**config.mk**
```make
export PLATFORM = sky130hd
export DESIGN_NAME = tick_chain_timer
export DESIGN_NICKNAME = d
export VERILOG_FILES = /design/src/rtl/tick_chain_pkg.sv /design/src/rtl/tick_chain_ctrl.sv /design/src/rtl/tick_chain_datapath.sv /design/src/rtl/tick_chain_timer.sv
export SDC_FILE = /design/constraint.sdc
export NUM_CORES = 1
export LEC_CHECK = 0
export BUFFER_PORTS_ARGS = -buffer_cell sky130_fd_sc_hd__buf_2
export CAP_MARGIN = 15
export CORE_UTILIZATION = 58
export CTS_CLUSTER_SIZE = 10
export DETAILED_ROUTE_END_ITERATION = 12
export PLACE_DENSITY = 0.79
export SYNTH_ARGS = -nofsm -noshare
export SYNTH_HDL_FRONTEND = slang
export SYNTH_SLANG_ARGS = --single-unit
```
**constraint.sdc**
```tcl
create_clock -name clk -period 2.62 [get_ports clk]
set_input_delay 0.524 -clock clk [delete_from_list [all_inputs] [get_ports clk]]
set_output_delay 0.524 -clock clk [all_outputs]
set_load 0.01 [all_outputs]
```
**src/rtl/tick_chain_pkg.sv**
```systemverilog
package tick_chain_pkg;
  localparam int STAGES = 2;

  typedef struct packed {
    logic [STAGES-1:0] stageWr;
    logic              cntTick;
    logic              irqClr;
  } ctlStrobes_t;
endpackage

```
**src/rtl/tick_chain_ctrl.sv**
```systemverilog
module tick_chain_ctrl
  import tick_chain_pkg::*;
#(
  parameter int DIV_W  = 4,
  parameter int ADDR_W = 2
) (
  input  logic              clk,
  input  logic              rstN,
  input  logic [ADDR_W-1:0] busAddr,
  input  logic              busWe,
  input  logic              haltWrBit,
  input  logic              irqClear,
  output ctlStrobes_t       strobes,
  output logic              halted
);
  localparam logic [DIV_W-1:0] DIV_LAST = {DIV_W{1'b1}};
  localparam logic [ADDR_W-1:0] CTL_ADDR = ADDR_W'(STAGES);

  logic [DIV_W-1:0] divCnt;
  logic             haltBit;

  always_ff @(posedge clk or negedge rstN) begin
    if (!rstN) divCnt <= '0;
    else       divCnt <= divCnt + 1'b1;
  end

  always_ff @(posedge clk or negedge rstN) begin
    if (!rstN)                              haltBit <= 1'b0;
    else if (busWe && busAddr == CTL_ADDR)  haltBit <= haltWrBit;
  end

  always_comb begin
    strobes = '0;
    for (int s = 0; s < STAGES; s++)
      strobes.stageWr[s] = busWe && (busAddr == ADDR_W'(s));
    strobes.cntTick = (divCnt == DIV_LAST) && !haltBit;
    strobes.irqClr  = irqClear;
  end

  assign halted = haltBit;

  // enables are isolated single-cycle pulses
  a_r2_tick_single: assert property (@(posedge clk) disable iff (!rstN)
    strobes.cntTick |=> !strobes.cntTick);

  // a halted block issues no count enable
  a_r8_halt_blocks: assert property (@(posedge clk) disable iff (!rstN)
    (busWe && busAddr == CTL_ADDR && haltWrBit) |=> !strobes.cntTick);

  // write strobes are one-hot at most
  a_r5_wr_onehot: assert property (@(posedge clk) disable iff (!rstN)
    $onehot0(strobes.stageWr));
endmodule

```
**src/rtl/tick_chain_datapath.sv**
```systemverilog
module tick_chain_datapath
  import tick_chain_pkg::*;
#(
  parameter int            CNT_W     = 8,
  parameter logic [CNT_W-1:0] RESET_VAL = '1
) (
  input  logic             clk,
  input  logic             rstN,
  input  ctlStrobes_t      strobes,
  input  logic [CNT_W-1:0] busWdata,
  output logic [CNT_W-1:0] preCount,
  output logic [CNT_W-1:0] tmrCount,
  output logic             irqFlag
);
  logic [CNT_W-1:0] cnt [STAGES];
  logic [CNT_W-1:0] lat [STAGES];
  logic [STAGES:0]  stageEn;
  logic [STAGES-1:0] stageUf;

  assign stageEn[0] = strobes.cntTick;

  for (genvar s = 0; s < STAGES; s++) begin : g_stage
    assign stageUf[s]   = stageEn[s] && (cnt[s] == '0) && !strobes.stageWr[s];
    assign stageEn[s+1] = stageUf[s];

    always_ff @(posedge clk or negedge rstN) begin
      if (!rstN) begin
        cnt[s] <= RESET_VAL;
        lat[s] <= RESET_VAL;
      end else if (strobes.stageWr[s]) begin
        cnt[s] <= busWdata;
        lat[s] <= busWdata;
      end else if (stageEn[s]) begin
        cnt[s] <= (cnt[s] == '0) ? lat[s] : cnt[s] - 1'b1;
      end
    end

    // reaching zero then pulsing reloads from the latch
    a_r3_reload: assert property (@(posedge clk) disable iff (!rstN)
      (stageEn[s] && cnt[s] == '0 && !strobes.stageWr[s]) |=> cnt[s] == $past(lat[s]));

    // without a pulse or write the counter holds
    a_r4_hold: assert property (@(posedge clk) disable iff (!rstN)
      (!stageEn[s] && !strobes.stageWr[s]) |=> $stable(cnt[s]));

    // a write wins over a coincident count pulse
    a_r9_write_wins: assert property (@(posedge clk) disable iff (!rstN)
      strobes.stageWr[s] |=> (cnt[s] == $past(busWdata) && lat[s] == $past(busWdata)));
  end

  always_ff @(posedge clk or negedge rstN) begin
    if (!rstN)                     irqFlag <= 1'b0;
    else if (stageUf[STAGES-1])    irqFlag <= 1'b1;
    else if (strobes.irqClr)       irqFlag <= 1'b0;
  end

  assign preCount = cnt[0];
  assign tmrCount = cnt[STAGES-1];

  // timer underflow always raises the request
  a_r7_irq_set: assert property (@(posedge clk) disable iff (!rstN)
    stageUf[STAGES-1] |=> irqFlag);

  // request only drops on a clear
  a_r7_irq_clear: assert property (@(posedge clk) disable iff (!rstN)
    $fell(irqFlag) |-> $past(strobes.irqClr));
endmodule

```
**src/rtl/tick_chain_timer.sv**
```systemverilog
module tick_chain_timer
  import tick_chain_pkg::*;
#(
  parameter int CNT_W  = 8,
  parameter int DIV_W  = 4,
  parameter int ADDR_W = 2
) (
  input  logic              clk,
  input  logic              rstN,
  input  logic [ADDR_W-1:0] busAddr,
  input  logic [CNT_W-1:0]  busWdata,
  input  logic              busWe,
  output logic [CNT_W-1:0]  busRdata,
  input  logic              irqClear,
  output logic              irqReq
);
  ctlStrobes_t      strobes;
  logic             halted;
  logic [CNT_W-1:0] preCount;
  logic [CNT_W-1:0] tmrCount;

  tick_chain_ctrl #(.DIV_W(DIV_W), .ADDR_W(ADDR_W)) u_ctrl (
    .clk(clk), .rstN(rstN), .busAddr(busAddr), .busWe(busWe),
    .haltWrBit(busWdata[0]), .irqClear(irqClear),
    .strobes(strobes), .halted(halted)
  );

  tick_chain_datapath #(.CNT_W(CNT_W)) u_dp (
    .clk(clk), .rstN(rstN), .strobes(strobes), .busWdata(busWdata),
    .preCount(preCount), .tmrCount(tmrCount), .irqFlag(irqReq)
  );

  always_comb begin
    case (busAddr)
      ADDR_W'(0): busRdata = preCount;
      ADDR_W'(1): busRdata = tmrCount;
      ADDR_W'(2): busRdata = {{(CNT_W-1){1'b0}}, halted};
      default:    busRdata = '0;
    endcase
  end
endmodule

```
==> impl_results.md <==
- Status: complete, no violations
- Count of hold-fix buffers inserted at cts: 0
- Source of the worst register-to-register timing path: u_dp.preCount[0]
- Detailed Routing Iterations Pass 1: 4
- Post-synthesis area per instance: between 9 and 10 µm²
- Sequential share of power: 0.523
- Number of inserted diodes: 0
- Global placer's final weighted congestion: between 0.8 and 0.9
- Num CTS Buffers: 5
- Count of buffers added by post-CTS timing repair for setup: 0
- Count of flip-flops with a built-in enable after synthesis: 0
- Setup TNS: 0 ps
- Register bit total from synthesis: 38
- Internal Pwr Total: between 1 and 1.5 mW
- Number of hold-slack violations in the final timing report: 0
- RSZ-0062 raised after global routing: false
- Endpoint arrival time on the critical path: between 2000 and 2500 ps
- Combined area of all synthesized cells: 2252 µm²
- Insertion delay of the later-clocked pin in the worst-skew pair: roughly 290 ps
- Yosys synthesis warning count: 0
- Routed wire per std cell: around 17 µm
- Sw power: roughly 0.55 mW
- Root buffer selected by CTS: clkbuf_8
- Max-Cap Viols: 0
- Worst relative slew slack: 0.4467
- Crit path cell chain: inv_1, ha_1, or4b_4, nor4_4, o211ai_1, a21oi_1
- Number of global-route vias before repair: between 1500 and 2000
- Required time at the worst-slack endpoint: around 2800 ps
- Clock skew: 4.418 ps
- Area added between synthesis and finish: 9.722%
- Clock transition at the register clock pins on the worst setup and hold paths after CTS: ~70 ps
- Floorplan core area: 3689 µm²
- Fraction of registers with async set/reset: 1.000
- Wire length of the first global-routing pass: 8.852 mm
- Initial core utilization: 0.6106
- Worst vdd ir: about 0.00036 V
- Count of H-tree levels built during CTS: 2
- Max Root-Sink Buffers: 2
- Final critical path time including I/O delays and setup: 2166 ps
- Die Footprint: just over 4000 µm²
- Tcrit/Tclk final: 0.8268
- GRT Util Overall: 0.2839
- Initial drt markers: 175
- Horizontal die dimension: about 64 µm
- Number of nets with antenna violations after routing: 0
- Number of placement rows: 22
- Antenna violations before repair: 0
- Min-delay worst type: in -> async
- Worst-case reg-to-reg path depth: 6
- Number of distinct library cells after synthesis: 51
- Worst Setup Start Kind: flip-flop
- Areal power density over the cells: 678.6 nW/µm²
- Hpwl dp: ~3.6 mm
- R2r endpoint: u_dp.tmrCount[1]
- GRT Residual Overflow: 0
- Routed via count: 1890
- CTS tree: done
- Clk pwr share: 0.245
- WL final: approximately 5.3 mm
- Switching Share: 0.3253
- Clock Sink Count: 38
- Max-slew violation total from the final report: 0
- Post-detailed-route via-to-cell ratio: between 6 and 7
- Slowest Stage Delay on Critical Path: roughly 540 ps
- Setup CP Type: reg -> reg
- Leak: around 1.1 nW
- Maximum clock frequency: about 460 MHz
- Top-level I/O count: 23
- Net count, final: 281
- Type of element capturing the critical path: flip-flop
- R2r setup slk: roughly 450 ps
- Part of the power in combinational logic: 0.233
- Ys flop type: dfstp_2
- Ratio of cells with drive above 1 in the final layout: 0.2928
- Worst slew pin tran: between 800 and 900 ps
- Largest driver fanout on the critical path: 8
- Pin count of the biggest net entering global routing: 39
- Seq/Total Area, Yosys: 0.4400
- Slowest-stage cell, CP: nor4_4
- Synthesized instance count: between 200 and 250
- Count of buffer and inverter cells on the critical path: 1
- Final setup violating endpoints: 0
- Critical path's top delay family: simple AND/OR/NAND/NOR gates
- Number of port buffers: 22
- Power consumption: 1.677 mW
- Drt drc: 0
- Number of gates resized after cts: 0
- Die height: ~64 µm
- Post-synthesis net count: approximately 260
[kinds of logic (layout without fill, tap and decap cells)]
family | count (synthesis) | count (layout) | synth area share
simple gates | 107 | 107 | 0.2494
compound gates | 57 | 57 | 0.1672
flops | 38 | 38 | 0.4400
buf+inv | 21 | 39 | 0.03945
mux | 14 | 14 | 0.06444
fa+ha+maj | 5 | 5 | 0.02778
xor+xnor | 3 | 3 | 0.01167
[worst register-to-register path, cell delays in order, from the launching register on]
cell	delay, ps
dfstp_2	390
inv_1	100
ha_1	210
or4b_4	530
nor4_4	540
o211ai_1	170
a21oi_1	160
[per-layer routing]
| metal | routed length, µm | vias to the layer above | global-route usage |
|---|---|---|---|
| met4 | 59 | 0 | 0.1056 |
| met3 | 280 | 6 | 0.03750 |
| li1 | - | 921 | - |
| met5 | 0 | - | 0 |
| met2 | 2338 | 68 | 0.4145 |
| met1 | 2574 | 895 | 0.4255 |
[state kept, by name, indices dropped and copies added, names as in the netlist]
signal         flops
u_ctrl.halted      1
u_dp.tmrCount      8
u_dp.lat          16
u_ctrl.divCnt      4
u_dp.preCount      8
u_dp.irqFlag       1
[worst max path at each step]
stage	endpoint	from	slack, ps	cells past startpoint
6_report	u_dp.tmrCount[1]	u_dp.preCount[0]	450	6
3_5_place_dp	u_dp.tmrCount[4]	busAddr[0]	440	5
4_1_cts	u_dp.tmrCount[1]	u_dp.preCount[0]	480	6
2_1_floorplan	u_dp.tmrCount[6]	u_dp.preCount[0]	750	6
3_3_place_gp	u_dp.tmrCount[4]	busAddr[0]	530	5
5_1_grt	u_dp.tmrCount[3]	u_dp.preCount[0]	350	6
[Yosys cell counts, drive strengths merged, types with 2 or more instances]
cell     number  area share
nand2        51       0.085
dfstp        32        0.37
nor2         16       0.027
o21ai        15       0.033
a21oi        13       0.029
clkbuf       11       0.018
mux2i        10       0.044
inv           7       0.012
o211ai        7       0.023
dfrtp         6       0.067
nand3         6       0.013
ha            5       0.028
mux2          4       0.020
nand4         4       0.014
a31oi         3      0.0083
buf           3      0.0094
nor3          3      0.0089
nor3b         3       0.010
nor4          3       0.015
nor4b         3       0.014
o41ai         3       0.012
or3           3      0.0083
a21boi        2      0.0067
a41o          2      0.0089
and3          2      0.0056
nand4b        2      0.0078
nor2b         2      0.0056
o2111ai       2      0.0078
o311ai        2      0.0078
o31ai         2      0.0067
or3b          2      0.0078
or4           2      0.0067
xnor2         2      0.0078
[power by group through the flow]
stage               clock network (mW)  registers, mW  logic [mW]
floorplan                            0          0.808       0.322
global placement                     0          0.872       0.374
detailed placement                   0          0.878       0.384
CTS                              0.424          0.869       0.387
global route                     0.445          0.888       0.435
finish                           0.410          0.877       0.390
[layout make-up]
cell class,instances,area [µm²]
clock buffer,7,86.33
clock inverter,1,5.005
fill,311,1217
inverter,7,26.28
multi-input combinational,186,1177
sequential,38,991.0
tap,48,60.06
timing repair buffer,24,125.1
[cells in the final DEF, fill, tap and decap left out, types with 3 or more instances in the layout]
master,netlist,layout
nand4_1,3,3
mux2i_1,10,10
or3_1,3,3
o41ai_1,3,3
nand3_1,6,6
nand2_1,51,51
ha_1,5,5
mux2_2,4,4
dfstp_2,32,32
nor2_1,16,16
o211ai_1,7,7
a21oi_1,13,13
buf_2,2,22
clkbuf_8,0,6
inv_1,7,7
o21ai_0,13,13
dfrtp_1,6,6
a31oi_1,3,3
[through the flow]
stage | hold WS (ps) | worst slack [ps] | util | instances | cell area [µm²]
6_report | 329.8 | 453.7 | 0.6699 | 311 | 2471
5_1_grt | 406.1 | 345.7 | 0.6699 | 311 | 2471
4_1_cts | 359.2 | 477.9 | 0.6699 | 311 | 2471
3_5_place_dp | 446.1 | 437.9 | 0.6452 | 303 | 2380
3_3_place_gp | 439.9 | 528.0 | 0.6452 | 303 | 2380
2_1_floorplan | 228.4 | 750.0 | - | 245 | 2252
Power figures use the tool's default switching activity.
